==> src/rtl/expsig_split.sv <==
module expsig_split #(
  parameter int EW = 15,
  parameter int MW = 64
) (
  input  logic              clk,
  input  logic              rst_n,
  input  logic              start,
  input  logic [EW+MW:0]    op_in,
  input  logic              op_empty,
  output logic              done,
  output logic [EW+MW:0]    exp_out,
  output logic [EW+MW:0]    sig_out,
  output logic              flag_inv,
  output logic              flag_sf,
  output logic              flag_den,
  output logic              flag_zd
);
  localparam int W    = 1 + EW + MW;
  localparam int BIAS = (1 << (EW - 1)) - 1;
  localparam int XEW  = EW + 2;
  localparam int LZW  = $clog2(MW) + 1;
  localparam logic [EW-1:0] EMAX = '1;
  localparam logic [MW-1:0] TOP  = {1'b1, {(MW-1){1'b0}}};
  localparam logic [W-1:0]  INDEF = {1'b1, EMAX, 2'b11, {(MW-2){1'b0}}};

  typedef enum logic [1:0] {K_NUM, K_ZERO, K_INF, K_INV} kind_t;

  function automatic logic [LZW-1:0] lead0(input logic [MW-1:0] v);
    logic seen;
    lead0 = '0;
    seen  = 1'b0;
    for (int i = MW - 1; i >= 0; i--) begin
      if (v[i]) seen = 1'b1;
      else if (!seen) lead0 = lead0 + 1'b1;
    end
  endfunction

  // stage A: capture
  logic           v0, emp0;
  logic [W-1:0]   op0;
  always_ff @(posedge clk or negedge rst_n)
    if (!rst_n) begin v0 <= 1'b0; emp0 <= 1'b0; op0 <= '0; end
    else begin
      v0 <= start;
      if (start) begin op0 <= op_in; emp0 <= op_empty; end
    end

  // stage B: classify and normalize
  wire [EW-1:0] e0   = op0[W-2:MW];
  wire [MW-1:0] m0   = op0[MW-1:0];
  wire          emx  = &e0;
  wire          ez   = (e0 == '0);
  wire          fz   = (m0[MW-2:0] == '0);
  wire          den  = !emp0 && ez && (m0 != '0);
  wire [LZW-1:0] lz  = lead0(m0);
  kind_t kind_c;
  always_comb
    if (emp0 || (emx && !fz)) kind_c = K_INV;
    else if (emx)             kind_c = K_INF;
    else if (ez && m0 == '0)  kind_c = K_ZERO;
    else                      kind_c = K_NUM;
  wire [XEW-1:0] xe_c = den ? XEW'(1) - XEW'(BIAS) - XEW'(lz)
                            : XEW'(e0) - XEW'(BIAS);
  wire [MW-1:0]  mn_c = den ? m0 << lz : m0;

  logic          v1, s1;
  kind_t         kind1;
  logic [XEW-1:0] xe1;
  logic [MW-1:0] mn1;
  logic [3:0]    fl1;
  always_ff @(posedge clk or negedge rst_n)
    if (!rst_n) begin
      v1 <= 1'b0; s1 <= 1'b0; kind1 <= K_NUM; xe1 <= '0; mn1 <= '0; fl1 <= '0;
    end else begin
      v1 <= v0;
      if (v0) begin
        s1 <= op0[W-1]; kind1 <= kind_c; xe1 <= xe_c; mn1 <= mn_c;
        fl1 <= {kind_c == K_INV, emp0, den, kind_c == K_ZERO};
      end
    end

  // stage C: integer exponent to float
  wire            neg  = xe1[XEW-1];
  wire [XEW-1:0]  mag  = neg ? -xe1 : xe1;
  wire [MW-1:0]   mg   = {mag, {(MW-XEW){1'b0}}};
  wire [LZW-1:0]  lz2  = lead0(mg);
  wire [EW-1:0]   fexp = EW'(BIAS + XEW - 1) - EW'(lz2);
  logic [W-1:0] xw, sw;
  always_comb
    case (kind1)
      K_ZERO:  begin xw = {1'b1, EMAX, TOP}; sw = {s1, {(W-1){1'b0}}}; end
      K_INF:   begin xw = {1'b0, EMAX, TOP}; sw = {s1, EMAX, TOP}; end
      K_INV:   begin xw = INDEF; sw = INDEF; end
      default: begin
        xw = (mag == '0) ? '0 : {neg, fexp, mg << lz2};
        sw = {s1, EW'(BIAS), mn1};
      end
    endcase

  always_ff @(posedge clk or negedge rst_n)
    if (!rst_n) begin
      done <= 1'b0; exp_out <= '0; sig_out <= '0;
      {flag_inv, flag_sf, flag_den, flag_zd} <= '0;
    end else begin
      done <= v1;
      if (v1) begin
        exp_out <= xw; sig_out <= sw;
        {flag_inv, flag_sf, flag_den, flag_zd} <= fl1;
      end
    end


  done_lat_chk: assert property (@(posedge clk) disable iff (!rst_n)
    done |-> $past(start, 3));

  inv_pair_chk: assert property (@(posedge clk) disable iff (!rst_n)
    done && flag_inv |-> exp_out == INDEF && sig_out == INDEF);

  sf_inv_chk: assert property (@(posedge clk) disable iff (!rst_n)
    flag_sf |-> flag_inv);

  zd_neginf_chk: assert property (@(posedge clk) disable iff (!rst_n)
    done && flag_zd |-> exp_out == {1'b1, EMAX, TOP} && sig_out[W-2:0] == '0);

  den_norm_chk: assert property (@(posedge clk) disable iff (!rst_n)
    done && flag_den |-> sig_out[MW-1] && sig_out[W-2:MW] == EW'(BIAS) && exp_out[W-1]);

  hold_chk: assert property (@(posedge clk) disable iff (!rst_n)
    !done |-> $stable(exp_out) && $stable(sig_out));
endmodule

==> config.mk <==
export PLATFORM = sky130hd
export DESIGN_NAME = expsig_split
export DESIGN_NICKNAME = d
export VERILOG_FILES = /design/src/rtl/expsig_split.sv
export SDC_FILE = /design/constraint.sdc
export NUM_CORES = 1
export LEC_CHECK = 0
export BUFFER_PORTS_ARGS = -buffer_cell sky130_fd_sc_hd__buf_2
export CELL_PAD_IN_SITES_DETAIL_PLACEMENT = 1
export CELL_PAD_IN_SITES_GLOBAL_PLACEMENT = 2
export CORE_MARGIN = 2
export CORE_UTILIZATION = 30
export DETAILED_ROUTE_END_ITERATION = 8
export GPL_TIMING_DRIVEN = 0
export PLACE_DENSITY = 0.77
export SLEW_MARGIN = 20
export SYNTH_ARGS = -nofsm -noshare
export SYNTH_HDL_FRONTEND = slang
export SYNTH_SLANG_ARGS = --single-unit
==> constraint.sdc <==
create_clock -name clk -period 96.8 [get_ports clk]
set_input_delay 4.84 -clock clk [delete_from_list [all_inputs] [get_ports clk]]
set_output_delay 4.84 -clock clk [all_outputs]
set_load 0.03 [all_outputs]
### Word level (Yosys, flattened, before mapping)

Cells that the tools add are included.

* $add $sub $neg: 130
* eq/ne operators: 5
* shift operators: 2
* mux-type cells: 296
* reductions and logical operators: 13

Operators by type and width (number)
* two-way mux 7 bit: 205
* adder 7 x 1 -> 7 bit (second input constant): 126
* case mux 80 bit (3 select lines): 2
* << shifter 64 x 7 -> 64 bit: 2
* two-way mux 1 bit: 83
* two-way mux 80 bit: 1
* logical NOT 64 bit: 1
* two-way mux 64 bit: 1
* nonzero test 64 bit: 1
* logical NOT 63 bit: 1
* two-way mux 17 bit: 2
* logical NOT 17 bit: 1
* negation 17 bit: 1
* subtractor 15 x 14 -> 16 bit (second input constant): 1
* subtractor 15 x 8 -> 16 bit (first input constant): 1
* logical NOT 15 bit: 1
* AND reduction 15 bit: 1
* subtractor 15 x 7 -> 15 bit (first input constant): 1
* == test 2 bit (second input constant): 3
* == test 2 x 1 -> 1 bit (second input constant): 2
* logical AND 1 bit: 4
* two-way mux 2 bit: 2
* logical NOT 1 bit: 2
* logical OR 1 bit: 1

* register bits after elaboration: 336
* input bits: 84
* output and inout bits: 165

### Logic depth before layout (Yosys ltp)

Gate-level depths: netlist of run 1.

* word-level depth: 192
* mapped depth: 223

### Least setup slack after synthesis of run 1

No wires, ideal clock.

* path kind: flip-flop to flip-flop
* start: register op0[62]
* end: register mn1[4]
* library setup time: 83 ps
* data arrival time: 37209 ps
* data required time: 96717 ps
* path slack: 59508 ps
* cell stages (with the launch flop): 219
* cells stage by stage: dfrtp_1 > clkbuf_1 > nor2b_1 > ha_1 > mux2_2 > ha_1 > nand2b_1 > a21boi_1 > ha_1 > nand2_1 > nand2_1 > ha_1 > nand2b_1 > a31oi_1 > ha_1 > a21oi_1 > nor2_1 > ha_1 > [... 183 more ...] > ha_1 > mux2_2 > ha_1 > nand2b_1 > xor2_1 > nor2_1 > xor2_1 > nor2_1 > and3_1 > or2_0 > o32a_1 > and2_1 > mux2_2 > mux2i_1 > xnor3_1 > or2_2 > or3_1 > o21ai_0

* word-level cells in the longest chain between the ends: 189
* elaborated cells between the ends (all ways): 253
* classes of those cells: add/sub (62); shift (1); mux (188); reduce/logical (2)

Ends and longest elaborated chain
* start: declaration: line 40 `logic [W-1:0] op0;`
* start signal: assignment: line 45 `if (start) begin op0 <= op_in; emp0 <= op_empty; end`
* two-way mux 7 bit: line 33 `if (v[i]) seen = 1'b1;`
* adder 7 x 1 -> 7 bit: line 34 `else if (!seen) lead0 = lead0 + 1'b1;`
* two-way mux 7 bit: line 34
* two-way mux 7 bit: line 33
* adder 7 x 1 -> 7 bit: line 34
* two-way mux 7 bit: line 34
* two-way mux 7 bit: line 33
* adder 7 x 1 -> 7 bit: line 34
* [... 173 more ...]
* adder 7 x 1 -> 7 bit: line 34
* two-way mux 7 bit: line 34
* two-way mux 7 bit: line 33
* adder 7 x 1 -> 7 bit: line 34
* two-way mux 7 bit: line 34
* two-way mux 7 bit: line 33
* << shifter 64 x 7 -> 64 bit: line 64 `wire [MW-1:0] mn_c = den ? m0 << lz : m0;`
* two-way mux 64 bit *: line 64
* end signal: assignment: line 73 `v1 <= 1'b0; s1 <= 1'b0; kind1 <= K_NUM; xe1 <= '0; mn1 <= '0; fl1 <= '0;`
* end signal: assignment: line 77 `s1 <= op0[W-1]; kind1 <= kind_c; xe1 <= xe_c; mn1 <= mn_c;`
* end: declaration: line 69 `logic [MW-1:0] mn1;`

Mark *: on every way between the ends. The rest lies on a longest branch, timed or not.
A chain may end at the register's enable or synchronous reset.

### Worst setup path in the final report of run 1

* start: register op0[62]
* end: register mn1[27]

The elaborated chain is that of the path after synthesis.

==> results.txt, run 1 <==
Outcome = finished clean
Largest net degree at the start of global routing = 92
CP required = 97.31 ns
RSZ-0062 raised after global routing = false
Crit path launch = op0[62]
Initial drt markers = 2471
Clock-pin slew on the worst setup and hold paths = 0.06 ns
Area grow syn2layout = 13.2%
Critical-path maximum fanout = 10
Total core area = 0.118 mm2
Peak VDD IR = 0.0192 mV
Setup bufs post-CTS = 0
Min Hold Slack = 0.471 ns
First-pass iteration count of the detailed router = 5
Most used cell, CP = ha_1
Die Y-Extent = 350 um
Most frequent cells in the layout = 519 x nand2_1, 405 x nor2_1, 314 x o21ai_0
Pwr Total = 865 uW
Clock tree from TritonCTS = done
Final setup fails = 0
Routed wire per std cell = 22.8 um
Num ports = 249
Via count = 36100
Clk_lat worst skew = 0.61 ns
Num CTS Buffers = 37
Syn. warnings = 0
Crit-path slowest cell = o21ai_0
Top_reg_cell synth = dfrtp_1
Syn Inst Count = 4678
Post-synth design cell area = 0.0359 mm2
Crit path to = mn1[27]
Slew Limit Fails = 0
Max_slew headroom = 22.4%
CTS hold repair buffers = 0
Data arrival, critical path = 46.07 ns
R2R Path Start = op0[62]
Final Hold Vio Count = 0
First-pass GRT wire length = 227 mm
Max incr delay on CP = 0.84 ns
Synth Register Bits = 270
Dpl ws = 51.68 ns
Final Skew = 0.0314 ns
Static leakage = 17.0 nW
Final worst setup slack = 51.24 ns
DR DRC count = 0
Post-Syn Area per Cell = 7.68 um2
Input/output buffers = 201
CTS root buffer = clkbuf_16
CTS H-tree lvls = 2
Tot GR Track Use = 24.0%
Worst setup path class = reg2reg
Die width = 350 um
Startpoint types = flip-flop
Post-DRT Antenna Nets = 0
Distinct cells, synth = 106
Layout Nets = 5185
Final Cycle Share = 47.1%
Clock Tree Buf Depth = 3
Pin slew with the least headroom to its limit = 1.16 ns
Vias in the first global route = 36600
Cts repair resizes = 0
PD cells = 21.3 mW/mm2
Post-route minimum period = 45.56 ns
Critical R2R Capture = mn1[27]
Die Area = 0.123 mm2
Post-synth EDFFs = 0
Layout cells sized above 1 = 12.1%
Most common cell after layout, fill and taps aside = nand2_1
R2r setup slk = 51.24 ns
Via density = 5.48
Sequential element share of the synthesized area = 18.8%
CP Capture Type = flip-flop
Worst Hold Class = reg2reg
Clock Sink Count = 270
Hpwl dp = 122 mm
R2R cell count = 217
Initial Utilization = 30.3%
GRT overflow = 0
Rows = 126
WL final = 150 mm
Initial antenna violation count = 5
FMAX = 21.9 MHz
Routability cong. = 0.962
MaxCap Viol Count = 0
Final TNS setup = 0 ns
Synth async-reset ratio = 100%
==> stage by stage <==
stage	utilization, %	area [um2]	cells
floorplan	-	36100	4724
global placement	33.0	39100	6525
detailed placement	33.2	39300	6532
CTS	34.3	40700	6598
global route	34.4	40700	6599
finish	34.4	40700	6600
==> cell usage after synthesis (all sizes together) (30+ instances only) <==
cell / n / area, um2
nand2: 519 / 1950
a31oi: 59 / 375
mux2: 131 / 1480
a211oi: 41 / 318
a21oi: 292 / 1470
inv: 186 / 698
o21ai: 324 / 1620
nor2: 406 / 1530
nor4: 30 / 194
xnor3: 49 / 1110
xnor2: 308 / 2920
buf: 108 / 688
or3: 48 / 305
mux2i: 263 / 2650
or2: 34 / 213
ha: 129 / 1610
dfrtp: 270 / 6760
xor2: 152 / 1390
and3: 106 / 663
clkbuf: 224 / 842
nand3: 154 / 783
and2: 41 / 257
nor3: 109 / 546
nand4: 34 / 213
nand2b: 54 / 338
o22ai: 37 / 258
o21a: 79 / 593
nor2b: 59 / 369
o211ai: 36 / 270
==> area by class of cell <==
| type | count | area, um2 |
|---|---|---|
| Clock buffer | 47 | 1080 |
| Inverter | 188 | 706 |
| Antenna cell | 1 | 2.50 |
| Timing Repair Buffer | 209 | 1150 |
| Multi-Input combinational cell | 3934 | 27100 |
| Fill cell | 14600 | 77700 |
| Buffer | 332 | 1530 |
| Sequential cell | 270 | 6760 |
| Tap cell | 1600 | 2000 |
| Clock inverter | 19 | 303 |
==> flip-flops by register name, indices dropped and copies added (netlist names) <==
| signal | flops |
|---|---|
| done | 1 |
| emp0 | 1 |
| exp_out | 28 |
| fl1 | 4 |
| flag_den | 1 |
| flag_inv | 1 |
| flag_sf | 1 |
| flag_zd | 1 |
| kind1 | 2 |
| mn1 | 64 |
| op0 | 80 |
| s1 | 1 |
| sig_out | 67 |
| v0 | 1 |
| v1 | 1 |
| xe1 | 16 |
==> per-layer routing <==
| metal | wire length (um) | vias to the layer above | track usage, % |
|---|---|---|---|
| met5 | 35 | - | 0 |
| met4 | 4870 | 6 | 7.70 |
| met3 | 6270 | 197 | 2.45 |
| met2 | 71700 | 762 | 41.1 |
| met1 | 67400 | 18000 | 31.4 |
| li1 | - | 17200 | - |
==> report_power, final <==
part	switching (mW)	internal, mW
Combinational	0.359	0.205
Sequential	0.0134	0.125
Clock	0.0639	0.0980
Total	0.436	0.428
==> worst max-delay path, delay by kind of cell (launching register included) <==
family / cells / cell delay (ns)
adders and majority gates: 59 / 17.88
AOI/OAI and AO/OA: 49 / 11.43
muxes: 33 / 6.50
and+or+nand+nor: 64 / 5.94
buffers and inverters: 12 / 3.36
DFF: 1 / 0.32
==> cell families (layout without fill, tap and decap cells) <==
| kind of cell | Yosys count | count (layout) | share of synthesized area [%] |
|---|---|---|---|
| and+or+nand+nor | 1687 | 1687 | 22.7 |
| muxes | 396 | 396 | 11.6 |
| buffers and inverters | 520 | 795 | 6.22 |
| xor gates and xnor gates | 515 | 515 | 15.5 |
| DFF | 270 | 270 | 18.8 |
| other | 1 | 48 | 0.0104 |
| AOI/OAI and AO/OA | 1147 | 1147 | 20.4 |
| adders and majority gates | 142 | 142 | 4.85 |
==> worst min path at each step <==
stage,from,endpoint,cells past startpoint
3_3_place_gp,exp_out[63],exp_out[63],1
2_1_floorplan,v0,v1,0
3_5_place_dp,exp_out[63],exp_out[63],1
5_1_grt,exp_out[64],exp_out[64],1
4_1_cts,exp_out[63],exp_out[63],1
6_report,exp_out[63],exp_out[63],1
Note: power is estimated with default switching activity, not from simulation.
==> run 2: changes to the inputs <==
clock period = 45.2 ns   (was 96.8 ns; I/O delays follow)
==> run 2 against run 1 <==
Against the previous run:
- count of clock-buffer cells in the layout stayed put
- clock skew hardly changed
- cell area is 0.36% higher
- sequential share of layout area hardly changed
- critical path type unchanged
- critical endpoint is now mn1[22]
- highest routed layer unchanged
==> results.txt, run 2 (synthesis results as in run 1) <==
Die width = 350 um (unchanged)
Outcome = finished clean (unchanged)
Die Area = 0.123 mm2 (unchanged)
Hpwl dp = 122 mm (unchanged)
FMAX = 23.7 MHz (was 21.9 MHz)
Num CTS Buffers = 37 (unchanged)
Largest regs = op0 (80), sig_out (67), mn1 (64) (unchanged)
Worst setup path class = reg2reg (unchanged)
Clock Sink Count = 270 (unchanged)
Clk_lat worst skew = 0.62 ns (was 0.61 ns)
Peak VDD IR = 0.0409 mV (was 0.0192 mV)
Data arrival, critical path = 42.56 ns (was 46.07 ns)
Clock-pin slew on the worst setup and hold paths = 0.06 ns (about the same)
Via density = 5.49 (was 5.48)
Rows = 126 (unchanged)
CTS root buffer = clkbuf_16 (unchanged)
Final Hold Vio Count = 0 (unchanged)
Min Hold Slack = 0.471 ns (about the same)
Input/output buffers = 201 (unchanged)
CTS H-tree lvls = 2 (unchanged)
CP required = 45.66 ns (was 97.31 ns)
Most frequent cells in the layout = 518 x nand2_1, 403 x nor2_1, 309 x o21ai_0 (was 519 x nand2_1, 405 x nor2_1, 314 x o21ai_0)
Initial Utilization = 30.3% (unchanged)
Total core area = 0.118 mm2 (unchanged)
Layout cells sized above 1 = 12.8% (was 12.1%)
Initial drt markers = 2431 (was 2471)
Largest net degree at the start of global routing = 92 (unchanged)
Most common cell after layout, fill and taps aside = nand2_1 (unchanged)
CP Capture Type = flip-flop (unchanged)
Clock Power Share = 18.7% (about the same)
Static leakage = 17.1 nW (was 17.0 nW)
Clock tree from TritonCTS = done (unchanged)
Slew Limit Fails = 0 (unchanged)
PD cells = 45.5 mW/mm2 (was 21.3 mW/mm2)
Max incr delay on CP = 0.70 ns (was 0.84 ns)
Dpl ws = 0.0833 ns (was 51.68 ns)
GRT overflow = 0 (unchanged)
Die Y-Extent = 350 um (unchanged)
Worst Hold Class = reg2reg (unchanged)
Crit-path slowest cell = xnor2_1 (was o21ai_0)
Switching portion of total power = 50.5% (about the same)
Area grow syn2layout = 13.6% (was 13.2%)
Largest Register = op0 (unchanged)
Initial antenna violation count = 5 (unchanged)
Cell-internal power = 919 uW (was 428 uW)
Max_slew headroom = 21.2% (was 22.4%)
Clock Tree Buf Depth = 3 (unchanged)
Tot GR Track Use = 24.0% (unchanged)
Share of power burned in registers = 16.0% (about the same)
Vias in the first global route = 36600 (unchanged)
Startpoint types = flip-flop (unchanged)
MaxCap Viol Count = 0 (unchanged)
Post-route minimum period = 42.11 ns (was 45.56 ns)
Most used cell, CP = ha_1 (unchanged)
Final Cycle Share = 93.2% (was 47.1%)
First-pass GRT wire length = 227 mm (unchanged)
Combinational power share = 65.3% (about the same)
Num ports = 249 (unchanged)
Post-DRT Antenna Nets = 0 (unchanged)
Sw Pwr = 937 uW (was 436 uW)
Critical-path maximum fanout = 10 (unchanged)
Final setup fails = 0 (unchanged)
Layout Nets = 5181 (was 5185)
Routability cong. = 0.962 (unchanged)
Via count = 36200 (was 36100)
Routed wire per std cell = 22.8 um (about the same)
WL final = 150 mm (about the same)
Max reg flops = 80 (unchanged)
Final worst setup slack = 3.09 ns (was 51.24 ns)
Pin slew with the least headroom to its limit = 1.18 ns (was 1.16 ns)
Final Skew = 0.0318 ns (was 0.0314 ns)
First-pass iteration count of the detailed router = 5 (unchanged)
DR DRC count = 0 (unchanged)
[run 2: path summary, 6_finish.rpt]
path / from / end / slack [ns] / cells after the start
hold reg to reg: exp_out[63] / exp_out[63] / 0.47 / 1
setup reg to reg: op0[62] / mn1[22] / 3.09 / 216
max in group asynchronous: rst_n / sig_out[40] / 42.43 / 3
min in group asynchronous: rst_n / op0[44] / 1.53 / 1
setup / recovery: op0[62] / mn1[22] / 3.09 / 216
hold / removal: exp_out[63] / exp_out[63] / 0.47 / 1
[run 2: worst max-delay path: cells and delay by family (launching register included)]
| kind | cells | cell delay [ns] |
|---|---|---|
| multiplexers | 31 | 6.39 |
| AND/OR/NAND/NOR | 66 | 6.05 |
| AO/OA/AOI/OAI | 47 | 8.46 |
| XOR/XNOR | 1 | 0.70 |
| adder cells (fa/ha/maj) | 61 | 17.99 |
| buffers and inverters | 10 | 1.69 |
| flip-flops | 1 | 0.58 |
[run 2: final cells by class]
class                      instances  area, um2
fill                           14600      77600
clock buffer                      47       1080
antenna                            1       2.50
tap                             1600       2000
multi-input combinational       3934      27300
clock inverter                    19        303
sequential                       270       6760
timing repair buffer             210       1170
inverter                         188        706
buffer                           327       1530
[run 2: metal layers]
metal,wire length (um),up-vias,global-route usage [%],part of all wire (%)
met5,35,-,0,0.023
met4,5010,6,7.70,3.3
met3,6390,208,2.45,4.3
met2,71700,833,41.1,48
met1,67100,18000,31.4,45
li1,-,17200,-,-
[run 2: power groups by stage]
stage	clock network, mW	logic, mW	registers, mW
after detailed placement	0	1.19	0.301
after global placement	0	1.17	0.300
after CTS	0.356	1.19	0.296
final	0.347	1.21	0.297
after floorplan	0	0.869	0.306
after global routing	0.365	1.32	0.300
[run 2: repair_timing]
| item | in CTS | in global routing |
|---|---|---|
| pin swaps | 0 | 1 |
| buffers inserted | 0 | 1 |
| hold buffers | 0 | 0 |
| setup endpoints to repair | 1 | 78 |
| resized for setup | 1 | 56 |
[run 2: stage by stage]
| step | std cells | power (mW) | TNS (ns) | util [%] | cell area [um2] |
|---|---|---|---|---|---|
| CTS | 6598 | 1.85 | 0 | 34.3 | 40700 |
| detailed placement | 6532 | 1.49 | 0 | 33.2 | 39300 |
| floorplan | 4724 | 1.17 | 0 | - | 36100 |
| finish | 6596 | 1.86 | 0 | 34.5 | 40800 |
| global route | 6595 | 1.98 | -0.0313 | 34.5 | 40800 |
| global placement | 6525 | 1.47 | 0 | 33.0 | 39100 |
